### src/rtl/irq_route_pkg.sv
package irq_route_pkg;
  localparam int LINE_W = 5;
  localparam int DIS_BIT = 7;

  typedef enum logic [1:0] {
    LK_PIC  = 2'd0,
    LK_APIC = 2'd1,
    LK_NONE = 2'd2
  } lk_mode_e;

  typedef struct packed {
    logic              ok;
    logic [LINE_W-1:0] line;
  } sci_tgt_t;

  function automatic sci_tgt_t sci_decode(input logic [2:0] sel);
    sci_tgt_t t;
    t.ok = 1'b1;
    unique case (sel)
      3'd0: t.line = LINE_W'(9);
      3'd1: t.line = LINE_W'(10);
      3'd2: t.line = LINE_W'(11);
      3'd4: t.line = LINE_W'(20);
      3'd5: t.line = LINE_W'(21);
      default: begin
        t.ok   = 1'b0;
        t.line = '0;
      end
    endcase
    return t;
  endfunction
endpackage

### src/rtl/irq_route_cfg.sv
module irq_route_cfg #(
  parameter int NUM_PIRQ    = 8,
  parameter int ADDR_W      = 4,
  parameter int ACPI_ADDR   = 8,
  parameter logic [7:0] ROUTE_DEFAULT = 8'h80,
  parameter logic [7:0] ACPI_DEFAULT  = 8'h00
) (
  input  logic                         clk,
  input  logic                         rst_n,
  input  logic                         we_i,
  input  logic [ADDR_W-1:0]            addr_i,
  input  logic [7:0]                   wdata_i,
  output logic [NUM_PIRQ-1:0][7:0]     route_o,
  output logic [7:0]                   acpi_o
);
  for (genvar k = 0; k < NUM_PIRQ; k++) begin : g_route
    always_ff @(posedge clk or negedge rst_n) begin
      if (!rst_n)                                    route_o[k] <= ROUTE_DEFAULT;
      else if (we_i && addr_i == ADDR_W'(k))         route_o[k] <= wdata_i;
    end
  end

  always_ff @(posedge clk or negedge rst_n) begin
    if (!rst_n)                                      acpi_o <= ACPI_DEFAULT;
    else if (we_i && addr_i == ADDR_W'(ACPI_ADDR))   acpi_o <= wdata_i;
  end

  // addresses past the control byte leave all routing untouched
  assert_unused_addr_ignored_R9: assert property (@(posedge clk) disable iff (!rst_n)
    (we_i && addr_i > ADDR_W'(ACPI_ADDR)) |=> ($stable(route_o) && $stable(acpi_o)));
endmodule

### src/rtl/irq_route_merge.sv
module irq_route_merge
  import irq_route_pkg::*;
#(
  parameter int NUM_PIRQ   = 8,
  parameter int PIC_LINES  = 16,
  parameter int APIC_LINES = 24,
  parameter int ROUTE_W    = 5
) (
  input  logic [NUM_PIRQ-1:0][7:0] route_i,
  input  logic [7:0]               acpi_i,
  input  logic [NUM_PIRQ-1:0]      pirq_i,
  input  logic                     sci_i,
  output logic [PIC_LINES-1:0]     pic_o,
  output logic [APIC_LINES-1:0]    apic_o
);
  sci_tgt_t sci_t;
  assign sci_t = sci_decode(acpi_i[2:0]);

  for (genvar n = 0; n < PIC_LINES; n++) begin : g_pic
    logic lvl;
    always_comb begin
      lvl = sci_i && sci_t.ok && (sci_t.line == LINE_W'(n));
      for (int k = 0; k < NUM_PIRQ; k++) begin
        if (!route_i[k][DIS_BIT] && route_i[k][ROUTE_W-1:0] == ROUTE_W'(n))
          lvl = lvl | pirq_i[k];
      end
    end
    assign pic_o[n] = lvl;
  end

  for (genvar g = 0; g < APIC_LINES; g++) begin : g_apic
    logic sci_hit;
    assign sci_hit = sci_i && sci_t.ok && (sci_t.line == LINE_W'(g));
    if (g >= PIC_LINES && g < PIC_LINES + NUM_PIRQ) begin : g_fixed
      assign apic_o[g] = pirq_i[g-PIC_LINES] | sci_hit;
    end else begin : g_sci_only
      assign apic_o[g] = sci_hit;
    end
  end
endmodule

### src/rtl/irq_route_lookup.sv
module irq_route_lookup
  import irq_route_pkg::*;
#(
  parameter int NUM_PIRQ  = 8,
  parameter int PIC_LINES = 16,
  parameter int ROUTE_W   = 5,
  localparam int IDX_W    = $clog2(NUM_PIRQ)
) (
  input  logic [NUM_PIRQ-1:0][7:0] route_i,
  input  logic [IDX_W-1:0]         idx_i,
  output lk_mode_e                 mode_o,
  output logic [LINE_W-1:0]        line_o
);
  logic [7:0] sel;
  assign sel = route_i[idx_i];

  always_comb begin
    if (sel[DIS_BIT]) begin
      mode_o = LK_APIC;
      line_o = LINE_W'(PIC_LINES) + LINE_W'(idx_i);
    end else if (int'(sel[ROUTE_W-1:0]) < PIC_LINES) begin
      mode_o = LK_PIC;
      line_o = LINE_W'(sel[ROUTE_W-1:0]);
    end else begin
      mode_o = LK_NONE;
      line_o = '0;
    end
  end
endmodule

### src/rtl/irq_level_router.sv
module irq_level_router
  import irq_route_pkg::*;
#(
  parameter int NUM_PIRQ   = 8,
  parameter int PIC_LINES  = 16,
  parameter int APIC_LINES = 24,
  parameter int ROUTE_W    = 5,
  parameter int ADDR_W     = 4,
  localparam int IDX_W     = $clog2(NUM_PIRQ)
) (
  input  logic                  clk,
  input  logic                  rst_n,
  input  logic [NUM_PIRQ-1:0]   pirq_i,
  input  logic                  sci_i,
  input  logic                  cfg_we_i,
  input  logic [ADDR_W-1:0]     cfg_addr_i,
  input  logic [7:0]            cfg_wdata_i,
  input  logic [IDX_W-1:0]      lk_idx_i,
  output logic [1:0]            lk_mode_o,
  output logic [LINE_W-1:0]     lk_line_o,
  output logic [PIC_LINES-1:0]  pic_o,
  output logic [APIC_LINES-1:0] apic_o
);
  logic [NUM_PIRQ-1:0][7:0] route;
  logic [7:0]               acpi;
  logic [NUM_PIRQ-1:0]      pirq_q;
  logic                     sci_q;
  logic [PIC_LINES-1:0]     pic_nxt;
  logic [APIC_LINES-1:0]    apic_nxt;
  lk_mode_e                 lk_mode_nxt;
  logic [LINE_W-1:0]        lk_line_nxt;

  irq_route_cfg #(.NUM_PIRQ(NUM_PIRQ), .ADDR_W(ADDR_W)) u_cfg (
    .clk(clk), .rst_n(rst_n), .we_i(cfg_we_i), .addr_i(cfg_addr_i),
    .wdata_i(cfg_wdata_i), .route_o(route), .acpi_o(acpi));

  // capture stage: stored PIRQ and SCI levels
  always_ff @(posedge clk or negedge rst_n) begin
    if (!rst_n) begin
      pirq_q <= '0;
      sci_q  <= 1'b0;
    end else begin
      pirq_q <= pirq_i;
      sci_q  <= sci_i;
    end
  end

  irq_route_merge #(.NUM_PIRQ(NUM_PIRQ), .PIC_LINES(PIC_LINES),
                    .APIC_LINES(APIC_LINES), .ROUTE_W(ROUTE_W)) u_merge (
    .route_i(route), .acpi_i(acpi), .pirq_i(pirq_q), .sci_i(sci_q),
    .pic_o(pic_nxt), .apic_o(apic_nxt));

  irq_route_lookup #(.NUM_PIRQ(NUM_PIRQ), .PIC_LINES(PIC_LINES),
                     .ROUTE_W(ROUTE_W)) u_lookup (
    .route_i(route), .idx_i(lk_idx_i), .mode_o(lk_mode_nxt), .line_o(lk_line_nxt));

  always_ff @(posedge clk or negedge rst_n) begin
    if (!rst_n) begin
      pic_o     <= '0;
      apic_o    <= '0;
      lk_mode_o <= '0;
      lk_line_o <= '0;
    end else begin
      pic_o     <= pic_nxt;
      apic_o    <= apic_nxt;
      lk_mode_o <= lk_mode_nxt;
      lk_line_o <= lk_line_nxt;
    end
  end

  // a stored PIRQ always reaches its fixed I/O line on the next edge
  for (genvar k = 0; k < NUM_PIRQ; k++) begin : g_chk
    assert_pirq_fixed_line_R2: assert property (@(posedge clk) disable iff (!rst_n)
      pirq_q[k] |=> apic_o[PIC_LINES+k]);
  end

  assert_pic_has_source_R3: assert property (@(posedge clk) disable iff (!rst_n)
    (|pic_o) |-> $past((|pirq_q) || sci_q));

  assert_low_apic_single_R6: assert property (@(posedge clk) disable iff (!rst_n)
    $countones(apic_o[PIC_LINES-1:0]) <= 1);

  assert_low_apic_from_sci_R6: assert property (@(posedge clk) disable iff (!rst_n)
    (|apic_o[PIC_LINES-1:0]) |-> $past(sci_q));

  assert_lookup_mode_legal_R7: assert property (@(posedge clk) disable iff (!rst_n)
    lk_mode_o != 2'd3);

  assert_lookup_direct_line_R7: assert property (@(posedge clk) disable iff (!rst_n)
    (lk_mode_o == 2'd1) |-> (int'(lk_line_o) >= PIC_LINES));
endmodule

### config.mk
export PLATFORM = sky130hd
export DESIGN_NAME = irq_level_router
export DESIGN_NICKNAME = d
export VERILOG_FILES = /design/src/rtl/irq_route_pkg.sv /design/src/rtl/irq_route_cfg.sv /design/src/rtl/irq_route_merge.sv /design/src/rtl/irq_route_lookup.sv /design/src/rtl/irq_level_router.sv
export SDC_FILE = /design/constraint.sdc
export NUM_CORES = 1
export LEC_CHECK = 0
export ABC_AREA = 0
export BUFFER_PORTS_ARGS = -buffer_cell sky130_fd_sc_hd__buf_2
export CAP_MARGIN = 10
export CORE_ASPECT_RATIO = 1.75
export CORE_MARGIN = 10
export CORE_UTILIZATION = 40
export CTS_CLUSTER_SIZE = 24
export DETAILED_ROUTE_END_ITERATION = 10
export GPL_TIMING_DRIVEN = 0
export SYNTH_ARGS = -nofsm -noshare
export SYNTH_HDL_FRONTEND = slang
export SYNTH_SLANG_ARGS = --single-unit
### constraint.sdc
create_clock -name clk -period 1.7 [get_ports clk]
set_input_delay 0.34 -clock clk [delete_from_list [all_inputs] [get_ports clk]]
set_output_delay 0.34 -clock clk [all_outputs]
set_load 0.005 [all_outputs]
Yosys cells after proc, flatten, opt, wreduce, memory -nomap -nowiden:

Cells that the tools add are included.

* input port bits: 27
* register bits: 123
* word-level logic and storage cells: 627
* output and inout port bits: 47

* add/subtract/negate cells: 1
* magnitude comparators: 2
* bitwise gates (word level): 136
* muxes and demuxes: 136
* reductions and logical operators: 182
* eq/ne operators: 155

Operator list (number)
* $eq 5x4->1 const B: 72
* $eq 5x3->1 const B: 36
* $logic_and 1x1->1: 162
* $or 1x1->1: 136
* $mux 1: 129
* $eq 5x2->1 const B: 18
* $eq 5x1->1 const B: 9
* $logic_not 5->1: 9
* $eq 5x5->1 const B: 8
* $pmux 5 s5: 1
* $bmux 8 s3: 1
* $eq 4x3->1 const B: 4
* $mux 5: 2
* $eq 4x2->1 const B: 2
* $logic_not 1->1: 8
* $mux 8: 1
* $eq 3x3->1 const B: 2
* $add 5x3->5 const A: 1
* $lt 5x5->1 const B: 1
* $reduce_or 5->1: 1
* $eq 4x1->1 const B: 1
* $eq 4x4->1 const B: 1
* $logic_not 4->1: 1
* $lt 3x4->1 const B: 1
* 4 further kinds: 5

Depth between registers and ports, before layout:

Gate-level depths: netlist of run 1.

* word-level depth: 21
* gate-level depth with buffers: 6
* mapped depth without buffers: 4

Modules after synthesis:

Synthesis of run 1 repeated with hierarchy kept, for this count alone.

* cell total of the unflattened synthesis: 532
* area total of the unflattened synthesis: 6523.8 µm²

Modules (own cells, without submodules)
* irq_route_cfg: cells each 161, times used 1, area an instance 2806.4 µm², seq. area each 1811.7 µm²
* irq_route_merge: cells each 276, times used 1, area an instance 1767.9 µm², seq. area each 0.0 µm²
* irq_level_router: cells each 56, times used 1, area an instance 1401.3 µm², seq. area each 1401.3 µm²
* irq_route_lookup: cells each 39, times used 1, area an instance 548.0 µm², seq. area each 0.0 µm²

Worst setup path after synthesis of run 1:

No wires, ideal clock.

* path kind: reg2reg
* start point: register u_cfg.route_o[47] in the netlist's numbering
* end point: register pic_o[11]
* library setup time: 0.139 ns
* path slack: 0.036 ns
* buffers on the path: 0
* period minus slack after synthesis: 1.664 ns
* cell stages (with the launch flop): 5
* data arrival time: 1.525 ns
* required time: 1.561 ns
* cells stage by stage: dfstp_2 nand3b_1 nor3_1 a2111o_1 or4_1

* longest elaborated chain between the ends: 7

RTL lines
* start, declared: RTL line irq_route_cfg.sv:13 `output logic [NUM_PIRQ-1:0][7:0] route_o,`
* start signal, assigned by index: RTL line irq_route_cfg.sv:19 `else if (we_i && addr_i == ADDR_W'(k)) route_o[k] <= wdata_i;`
* $logic_not 1->1 (*): RTL line irq_route_merge.sv:24 `if (!route_i[k][DIS_BIT] && route_i[k][ROUTE_W-1:0] == ROUTE_W'(n))`
* $logic_and 1x1->1 (*): RTL line irq_route_merge.sv:24
* $mux 1 (*): RTL line irq_route_merge.sv:24
* $or 1x1->1: RTL line irq_route_merge.sv:25 `lvl = lvl | pirq_i[k];`
* $mux 1 (*): RTL line irq_route_merge.sv:24
* $or 1x1->1: RTL line irq_route_merge.sv:25
* $mux 1 (*): RTL line irq_route_merge.sv:24
* via u_merge.g_pic[11].lvl: RTL line irq_route_merge.sv:20 `logic lvl;`
* end signal, assigned: RTL line irq_level_router.sv:64 `pic_o <= pic_nxt;`
* end, declared: RTL line irq_level_router.sv:21 `output logic [PIC_LINES-1:0] pic_o,`

Mark *: on every way through the listed nets, which the timed path passes. The rest lies on a longest branch.
A chain may end at the register's enable or synchronous reset.

Worst setup path in the final report of run 1:

* start point: register u_cfg.route_o[47] in the netlist's numbering
* end point: register pic_o[1]

* longest elaborated chain between the ends: 7

RTL lines (RTL line)
* $logic_not 1->1 (*): irq_route_merge.sv:24
* $logic_and 1x1->1 (*): irq_route_merge.sv:24
* $mux 1 (*): irq_route_merge.sv:24
* $or 1x1->1: irq_route_merge.sv:25
* $mux 1 (*): irq_route_merge.sv:24
* $or 1x1->1: irq_route_merge.sv:25
* $mux 1 (*): irq_route_merge.sv:24
* via u_merge.g_pic[1].lvl: irq_route_merge.sv:20

Marks and branches as above.

==> qor.csv, run 1 <==
metric,value,unit
cts_max_path_buffers,2,
ys_ff_latch,98,
finalHoldWorstSlack,0.0804,ns
cp-start-kind,register,
first_global_vias,4473,
drive_above_1_share,38.8,%
power_density,1220,nW/µm²
placed_cell_area,5750,µm²
path_delay_family,simple AND/OR/NAND/NOR gates,
wl_per_cell,26.2,µm
syn_area_per_cell,11.4,µm²
io_buffers,62,
layout_setup_ws,-0.0346,ns
crit_buf_inv,0,
pre_cts_ws,-0.431,ns
finalHoldViolations,0,
cts-root-buf,clkbuf_16,
cpMostUsedCell,nand3b_1,
report.final.slew_viol_count,0,
final_cell_mix,"75 x dfrtp_1, 65 x buf_2, 33 x buf_4, 32 x nand3_1, 29 x mux2_1",
worstPathCellList,"nand3b_1, nand3b_1, nand4_1, or4_4",
cp.arrival,1.97,ns
globalplace.congestion,0.961,
r2r_end,pic_o[1]$_DFF_PN0_,
status,"finished, violations left",
first_pass_iters,6,
grt_setup_unrepaired,yes,
drcViolationCount,0,
finalClockSkew,0.0110,ns
r2r_setup_slack,-0.03,ns
area_growth_syn_to_layout,27.2,%
period_share,102,%
cts_tree,yes,
drt_iter0_drc,250,
r2r_start,u_cfg.route_o[47]$_DFFE_PN1P_,
stdcell_area,6560,µm²
synth-compound-area-share,7.67,%
critPathMaxFanout,3,
antenna_cells,0,
yosys_warnings,0,
h-tree-depth,3,
r2r.worst_path.cells,4,
synth_top_family_by_area,simple AND/OR/NAND/NOR gates,
syn-cell-area,5160,µm²
dpl.hpwl,15.0,mm
io_pins,74,
drv_cap,0,
synthAdderAreaFrac,0,%
p_leak,0.00286,µW
grtUsageTotal,21.2,%
yosys_most_used_dff,dfrtp_1,
grt_max_degree,66,
cp-end-kind,register,
syn_inst,453,
synth_edf_count,0,
hp-class,input port to register,
grt_antenna_before_repair,0,
synth_mux_area_share,17.5,%
cts_buffers,9,
grt_pass1_wl,28.2,mm
worstMarginPinSlew,0.722,ns
min_path_cells,1,
setup_tns,-0.0860,ns
cp_data_required_time,1.93,ns
min_to,pirq_q[6]$_DFF_PN0_,
die_area,18000,µm²
setup_viol,3,
worstHoldStart,pirq_i[6],
start_util,41.0,%
slew-limit-headroom,51.7,%
cts_sinks,98,
violations,negative setup slack,
yosysUniqueCellTypes,57,
cp_slowest_cell,dfstp_2,
synthArstFlopShare,100,%
core.rowCount,54,
num_vias,4263,
synth-simple-area-share,23.7,%
clock_latency,0.36,ns
core,12600,µm²
die_w,106,µm
path_class,register to register,
ant_nets,0,
fmax,0.576,GHz
ir_drop,765,µV
yosysSeqAreaShare,47.8,%
dieHeight,170,µm
power,8020,µW
synth_xor_area_share,0,%
nNetsFinal,592,
layout_commonest_cell,dfrtp_1,
gr-total-overflow,0,
via_per_inst,5.78,
wl,19.3,mm
fin_crit,1.73,ns
clk_pin_slew,0.08,ns
critPathMaxStageDelay,0.57,ns
how the worst max path moves through the flow:
stage,startpoint,endpoint,cells past startpoint
after floorplan,u_cfg.route_o[47]$_DFFE_PN1P_,pic_o[11]$_DFF_PN0_,4
after global placement,rst_n,apic_o[18]$_DFF_PN0_,1
after detailed placement,u_cfg.route_o[20]$_DFFE_PN0P_,pic_o[3]$_DFF_PN0_,4
after CTS,u_cfg.route_o[47]$_DFFE_PN1P_,pic_o[11]$_DFF_PN0_,5
after global routing,u_cfg.route_o[25]$_DFFE_PN0P_,pic_o[11]$_DFF_PN0_,4
final,u_cfg.route_o[47]$_DFFE_PN1P_,pic_o[1]$_DFF_PN0_,4
power breakdown:
part	total, µW	leakage (µW)	internal [µW]	switching (µW)
clock network	2130	0.000152	1090	1040
logic	2510	0.00153	1170	1350
registers	3380	0.00118	2840	547
logic make-up (layout without fill, tap and decap cells):
| family | count (synthesis) | count (layout) |
|---|---|---|
| AND/OR/NAND/NOR | 210 | 210 |
| flip-flops | 98 | 98 |
| multiplexers | 66 | 66 |
| AO/OA/AOI/OAI | 49 | 49 |
| buffers and inverters | 29 | 134 |
| other | 1 | 13 |
synth_stat cells, types with 4 or more instances:
cell / n / area, µm²
mux4_2: 7 / 158
buf_4: 9 / 67.6
dfstp_2: 8 / 210
nor4_1: 8 / 50.1
clkbuf_1: 6 / 22.5
mux4_1: 5 / 131
nand4_1: 9 / 56.3
inv_1: 5 / 18.8
o21bai_1: 5 / 37.5
and3b_1: 4 / 35.0
o22ai_1: 9 / 56.3
o2111ai_1: 7 / 61.3
nand2_1: 26 / 97.6
nor2_1: 24 / 90.1
dfrtp_1: 90 / 2250
nand3_1: 32 / 160
or3_1: 7 / 43.8
mux2_2: 20 / 225
buf_2: 5 / 25.0
nand2b_1: 19 / 119
and2_1: 4 / 25.0
nand3b_1: 12 / 90.1
a2111oi_0: 5 / 43.8
mux2_1: 29 / 327
nor3_1: 16 / 80.1
or4_1: 7 / 52.6
nor2b_1: 16 / 100
nor3b_1: 11 / 82.6
through the flow:
| step | std cells | utilization [%] |
|---|---|---|
| floorplan | 465 | - |
| global placement | 695 | 45.5 |
| detailed placement | 696 | 45.8 |
| CTS | 726 | 50.2 |
| global route | 738 | 52.2 |
| finish | 738 | 52.2 |
cell type report:
type,count,area (µm²)
flip-flops and latches,98,2480
clock buffers,10,239
multi-input cells,338,2780
inverters,6,22.5
fillers,1159,6010
plain buffers,20,144
clock inverters,6,70.1
well taps,168,210
repair buffers,92,614
timing repair:
item                                    4_1_cts  5_1_grt
endpoints found under the hold margin        33        0
pin swaps                                     5       11
setup buffers                                16       12
endpoints found under the setup margin       18       19
resized for setup                            33       35
hold buffers                                  1        0
state kept, by name (all words and copies together), names as in the netlist:
signal         flops
u_cfg.acpi_o       3
sci_q              1
lk_line_o          5
pirq_q             8
lk_mode_o          1
pic_o             16
u_cfg.route_o     48
apic_o            16
metal layers:
metal | GRT usage [%] | wire length [µm] | up-vias
met3 | 3.56 | 746 | 65
met4 | 14.8 | 1610 | 0
met5 | 0 | 0 | -
met2 | 37.2 | 9960 | 158
li1 | - | - | 1923
met1 | 22.4 | 7020 | 2117
(Power assumes the default switching activity.)
==> run 2, diff against run 1 <==
--- a/config.mk
+++ b/config.mk
@@ -13,7 +13,9 @@
 export CORE_UTILIZATION = 40
 export CTS_CLUSTER_SIZE = 24
 export DETAILED_ROUTE_END_ITERATION = 10
+export GPL_ROUTABILITY_DRIVEN = 0
 export GPL_TIMING_DRIVEN = 0
+export MAX_ROUTING_LAYER = met4
 export SYNTH_ARGS = -nofsm -noshare
 export SYNTH_HDL_FRONTEND = slang
 export SYNTH_SLANG_ARGS = --single-unit
==> run 2 against run 1 <==
  * The run still ends with negative setup slack left
  * Non-clock buffer count decreased by 5
  * Sequential share of layout area is 0.46 points higher
  * Final cell count fell by 0.68%
  * Core utilization is 0.78 points lower
  * Sequential power hardly changed
  * Clock skew fell by 0.0022 ns
  * Die area did not move
  * Worst setup slack got worse by 0.0059 ns
  * Largest cell class unchanged
  * Largest power group unchanged
==> qor.csv, run 2 (synthesis gave the netlist of run 1 again) <==
metric,value,unit,change
cts-root-buf,clkbuf_16,,
wl_per_cell,23.8,µm,-9.2%
critPathMaxFanout,5,,+2
finalClockSkew,0.00882,ns,-0.00220 ns
report.final.slew_viol_count,0,,unchanged
dp_cells,696,,unchanged
period_share,102,%,+0.35 points
cts_tree,yes,,
via_per_inst,6.03,,+4.3%
io_buffers,62,,unchanged
pre_cts_ws,-0.236,ns,+0.194 ns
die_area,18000,µm²,unchanged
layout_commonest_cell,dfrtp_1,,
largest_reg_flops,48,,unchanged
clock_power_share,27.3,%,+0.8 points
cp.arrival,1.97,ns,about the same
grt_pass1_wl,25.7,mm,-8.8%
cp_data_required_time,1.93,ns,about the same
final_cell_mix,"81 x dfrtp_1, 66 x buf_2, 31 x nand3_1, 30 x buf_4, 29 x mux2_1",,
drive_above_1_share,37.0,%,-1.8 points
area_growth_syn_to_layout,25.3,%,
final_cells,733,,-0.68%
power_density,1210,nW/µm²,-1.0%
dieHeight,170,µm,unchanged
cp-end-kind,register,,
r2r.worst_path.cells,4,,unchanged
setup_tns,-0.0774,ns,+0.00859 ns
grt_setup_unrepaired,yes,,
die_w,106,µm,unchanged
power,7820,µW,-2.5%
num_vias,4417,,+3.6%
grt_antenna_before_repair,0,,unchanged
wl,17.4,mm,-9.9%
r2r_setup_slack,-0.04,ns,about the same
ir_drop,702,µV,-8.3%
core.rowCount,54,,unchanged
worstMarginPinSlew,0.710,ns,-0.0118 ns
reg.largest.list,"u_cfg.route_o: 48 flops, apic_o: 16 flops, pic_o: 16 flops",,
swShare,35.1,%,-1.4 points
antenna_cells,0,,unchanged
core,12600,µm²,unchanged
cts_max_path_buffers,2,,unchanged
fin_crit,1.74,ns,+0.00595 ns
power.switching,2750,µW,-6.3%
first_global_vias,4272,,-4.5%
combPwrFrac,29.5,%,-1.8 points
stdcell_area,6460,µm²,-1.5%
fmax,0.575,GHz,-0.34%
p_seq_share,43.1,%,+0.9 points
h-tree-depth,3,,unchanged
grt_max_degree,63,,-4.5%
layout_setup_ws,-0.0406,ns,-0.00595 ns
ant_nets,0,,unchanged
first_pass_iters,7,,+1
cp-start-kind,register,,
placed_cell_area,5750,µm²,unchanged
path_class,register to register,,
p_leak,0.00283,µW,-1.1%
drt_iter0_drc,384,,+54%
dpl.hpwl,12.9,mm,-14%
start_util,41.0,%,unchanged
grtUsageTotal,19.8,%,-1.4 points
hp-class,input port to register,,
io_pins,74,,unchanged
drv_cap,0,,unchanged
min_path_cells,1,,unchanged
status,"finished, violations left",,
power.internal,5070,µW,-0.26%
clk_pin_slew,0.07,ns,about the same
finalHoldViolations,0,,unchanged
largest_register,u_cfg.route_o,,
violations,negative setup slack,,
cts_sinks,98,,unchanged
drcViolationCount,0,,unchanged
nNetsFinal,587,,-0.84%
setup_viol,4,,+1
slew-limit-headroom,52.0,%,+0.30 points
final.fill_count,1204,,+3.9%
cts_buffers,9,,unchanged
gr-total-overflow,0,,unchanged
clock_latency,0.36,ns,about the same
## run 2: metrics by stage
stage | hold WS, ns | utilization (%)
after detailed placement | 0.332 | 45.8
after global placement | 0.391 | 45.5
after floorplan | 0.0444 | -
after CTS | 0.0800 | 49.7
after global routing | 0.0758 | 51.4
final | 0.0839 | 51.4
## run 2: what timing repair did
item                                    4_1_cts  5_1_grt
gates resized for setup                      22       36
pin swaps                                     2        8
endpoints found under the setup margin       15       20
hold buffers                                  1        0
setup buffers                                15        8
endpoints found under the hold margin        36        0
## run 2: power by group through the flow
| stage | logic (µW) | clock network [µW] | registers [µW] |
|---|---|---|---|
| after global routing | 2470 | 2280 | 3430 |
| after floorplan | 1250 | 0 | 3180 |
| after detailed placement | 1940 | 0 | 3360 |
| final | 2310 | 2140 | 3370 |
| after CTS | 2100 | 2170 | 3330 |
| after global placement | 1900 | 0 | 3340 |
## run 2: routing by layer
layer / up-vias / GRT usage, % / wire length, µm
met1: 2113 / 19.8 / 5880
met3: 109 / 4.46 / 1150
li1: 1921 / - / -
met5: - / - / 0
met2: 274 / 33.5 / 8960
met4: 0 / 13.4 / 1450
## run 2: cell type report
type                    count  area [µm²]  area share [%]
clock buffers               9         225            3.49
clock inverters             7        85.1            1.32
well taps                 168         210            3.25
repair buffers             87         534            8.27
multi-input cells         338        2770            42.9
inverters                   6        22.5           0.349
flip-flops and latches     98        2470            38.3
plain buffers              20         138            2.13
## run 2: path summary, 6_finish.rpt
| path | from | to |
|---|---|---|
| max in group asynchronous | rst_n | u_cfg.route_o[7]$_DFFE_PN1P_ |
| worst max register to register | u_cfg.route_o[57]$_DFFE_PN0P_ | pic_o[11]$_DFF_PN0_ |
| worst max-delay path | u_cfg.route_o[57]$_DFFE_PN0P_ | pic_o[11]$_DFF_PN0_ |
| worst min register to register | pirq_q[0]$_DFF_PN0_ | apic_o[16]$_DFF_PN0_ |
| worst min-delay path | pirq_i[5] | pirq_q[5]$_DFF_PN0_ |
| min in group asynchronous | rst_n | apic_o[1]$_DFF_PN0_ |
## run 2: critical path, cell delays in order, from the launching register on
cell      delay (ns)
dfrtp_1         0.41
nor2b_1         0.18
nor2b_2         0.19
a2111o_1        0.42
or4_4           0.41
==> run 3, diff against run 2 <==
--- a/config.mk
+++ b/config.mk
@@ -16,6 +16,7 @@
 export GPL_ROUTABILITY_DRIVEN = 0
 export GPL_TIMING_DRIVEN = 0
 export MAX_ROUTING_LAYER = met4
+export REMOVE_ABC_BUFFERS = 1
 export SYNTH_ARGS = -nofsm -noshare
 export SYNTH_HDL_FRONTEND = slang
 export SYNTH_SLANG_ARGS = --single-unit
==> run 3 against run 2 <==
  * The flow still finishes with violations (negative setup slack)
  * Core utilization shrank 1.6 points
  * Global-route usage is 0.36 points lower
  * Critical path depth did not move
  * Non-clock buffer count is 20 lower
  * Critical path type unchanged
  * Largest cell class unchanged
  * Largest power group unchanged
==> qor.csv, run 3 (synthesis gave the netlist of run 1 again) <==
metric,value,unit,change
drive_above_1_share,34.7,%,-2.3 points
cts-root-buf,clkbuf_16,,
p_seq_share,45.1,%,+2.0 points
ir_drop,617,µV,-12%
finalClockSkew,0.00760,ns,-0.00122 ns
cts_tree,yes,,
fmax,0.573,GHz,-0.24%
critPathMaxFanout,8,,+3
critPathMaxStageDelay,0.55,ns,+0.13 ns
fin_crit,1.74,ns,+0.00423 ns
cts_max_path_buffers,2,,unchanged
ant_nets,0,,unchanged
antenna_cells,0,,unchanged
start_util,41.0,%,unchanged
pre_cts_ws,-0.335,ns,-0.0985 ns
final_cell_mix,"77 x dfrtp_1, 61 x buf_2, 31 x nand3_1, 29 x mux2_1, 26 x nand2_1",,
die_area,18000,µm²,unchanged
cp-start-kind,register,,
power.internal,4860,µW,-4.3%
wl_per_cell,23.9,µm,+0.55%
core.rowCount,54,,unchanged
violations,negative setup slack,,
io_pins,74,,unchanged
grt_setup_unrepaired,yes,,
period_share,103,%,+0.25 points
layout_setup_ws,-0.0448,ns,-0.00423 ns
grtUsageTotal,19.4,%,-0.36 points
drcViolationCount,0,,unchanged
largest_register,u_cfg.route_o,,
wl_met1,5.94,mm,+1.1%
dieHeight,170,µm,unchanged
slew-limit-headroom,55.6,%,+3.6 points
status,"finished, violations left",,
cts_buffers,9,,unchanged
cts_sinks,98,,unchanged
routed-wl-met3,1.21,mm,+5.2%
first_pass_iters,7,,unchanged
swShare,35.9,%,+0.76 points
layout_commonest_cell,dfrtp_1,,
dpl.hpwl,12.6,mm,-2.6%
drt_iter0_drc,451,,+17%
clock_power_share,25.7,%,-1.6 points
die_w,106,µm,unchanged
path_class,register to register,,
clock_latency,0.36,ns,about the same
cp_data_required_time,1.92,ns,about the same
combPwrFrac,29.2,%,-0.3 points
hp-class,input port to register,,
grt_max_degree,64,,+1.6%
p_leak,0.00270,µW,-4.3%
power_density,1210,nW/µm²,-0.12%
area_growth_syn_to_layout,21.5,%,
num_vias,4330,,-2.0%
largest_reg_flops,48,,unchanged
drv_cap,0,,unchanged
core,12600,µm²,unchanged
wl,17.0,mm,-2.2%
finalHoldViolations,0,,unchanged
nNetsFinal,567,,-3.4%
grt_antenna_before_repair,0,,unchanged
power.switching,2720,µW,-1.1%
cp_slowest_cell,dfstp_2,,
report.final.slew_viol_count,0,,unchanged
gr-total-overflow,0,,unchanged
clk_pin_slew,0.07,ns,about the same
worstMarginPinSlew,0.664,ns,-0.0461 ns
worstPathCellList,"nand3b_4, nor3_1, a2111o_1, or4_1",,
cp.arrival,1.97,ns,about the same
met2_length,8.61,mm,-3.9%
grt_pass1_wl,25.6,mm,-0.70%
setup_viol,3,,-1
cp-end-kind,register,,
reg.largest.list,"u_cfg.route_o: 48 flops, apic_o: 16 flops, pic_o: 16 flops",,
first_global_vias,4326,,+1.3%
setup_tns,-0.0480,ns,+0.0294 ns
h-tree-depth,3,,unchanged
top_layer,met4,,
via_per_inst,6.07,,+0.78%
io_buffers,63,,+1.6%
==> run 3: cell types whose count changed in the layout (fill, tap and decap cells not counted), moves of 4 or more <==
| cell | before | now |
|---|---|---|
| buf_6 | 6 | 1 |
| dfrtp_1 | 81 | 77 |
| dfrtp_2 | 9 | 13 |
| buf_2 | 66 | 61 |
| buf_4 | 30 | 22 |
==> run 3: layout make-up <==
cell class | count | area (µm²)
repair buffers | 87 | 527
clock inverters | 6 | 47.5
fillers | 1182 | 6300
well taps | 168 | 210
multi-input cells | 338 | 2750
flip-flops and latches | 98 | 2480
inverters | 6 | 22.5
clock buffers | 10 | 229
==> run 3: power by group through the flow <==
stage / clock network, µW / logic, µW / registers (µW)
after global routing: 2080 / 2360 / 3470
after floorplan: 0 / 1130 / 3240
final: 1950 / 2210 / 3420
after global placement: 0 / 1780 / 3420
after CTS: 1980 / 2030 / 3370
after detailed placement: 0 / 1820 / 3440
==> run 3: worst max-delay path, delay by kind of cell, from the launching register on <==
kind               cells  cell delay, ns
DFF                    1            0.55
AOI/OAI and AO/OA      1            0.38
and+or+nand+nor        3            0.68
==> run 3: what timing repair did <==
action                                  in CTS  in global routing
gates cloned                                 0                  0
setup buffers                               15                  7
endpoints found under the setup margin      16                 20
gates resized for setup                     18                 38
pin swaps                                    3                  5
hold endpoints to repair                    35                  0
hold buffers                                 1                  0
==> run 3: metrics by stage <==
step	util (%)	area [µm²]	cells	total power (µW)	hold WS (ns)
detailed placement	44.6	5610	674	5260	0.333
CTS	48.4	6080	706	7380	0.0735
floorplan	-	5050	442	4370	0.0444
global placement	44.4	5580	673	5200	0.394
global route	49.8	6260	713	7900	0.0721
finish	49.8	6260	713	7580	0.0821
==> run 3: per-layer routing <==
| layer | vias to the layer above | GRT usage, % |
|---|---|---|
| met5 | - | - |
| met4 | 0 | 12.2 |
| met3 | 82 | 4.58 |
| met2 | 283 | 32.6 |
| met1 | 2088 | 19.9 |
| li1 | 1877 | - |
==> run 3: final timing paths <==
kind                                               start                       endpoint  slack [ns]  depth (start not counted)
setup / recovery           u_cfg.route_o[31]$_DFFE_PN1P_            pic_o[11]$_DFF_PN0_       -0.04                          4
setup reg to reg           u_cfg.route_o[31]$_DFFE_PN1P_            pic_o[11]$_DFF_PN0_       -0.04                          4
hold / removal                                 pirq_i[3]            pirq_q[3]$_DFF_PN0_        0.08                          1
min in group asynchronous                          rst_n            apic_o[2]$_DFF_PN0_        0.48                          2
max in group asynchronous                          rst_n  u_cfg.route_o[23]$_DFFE_PN1P_        0.49                          3
hold reg to reg                      pirq_q[0]$_DFF_PN0_           apic_o[16]$_DFF_PN0_        0.40                          0
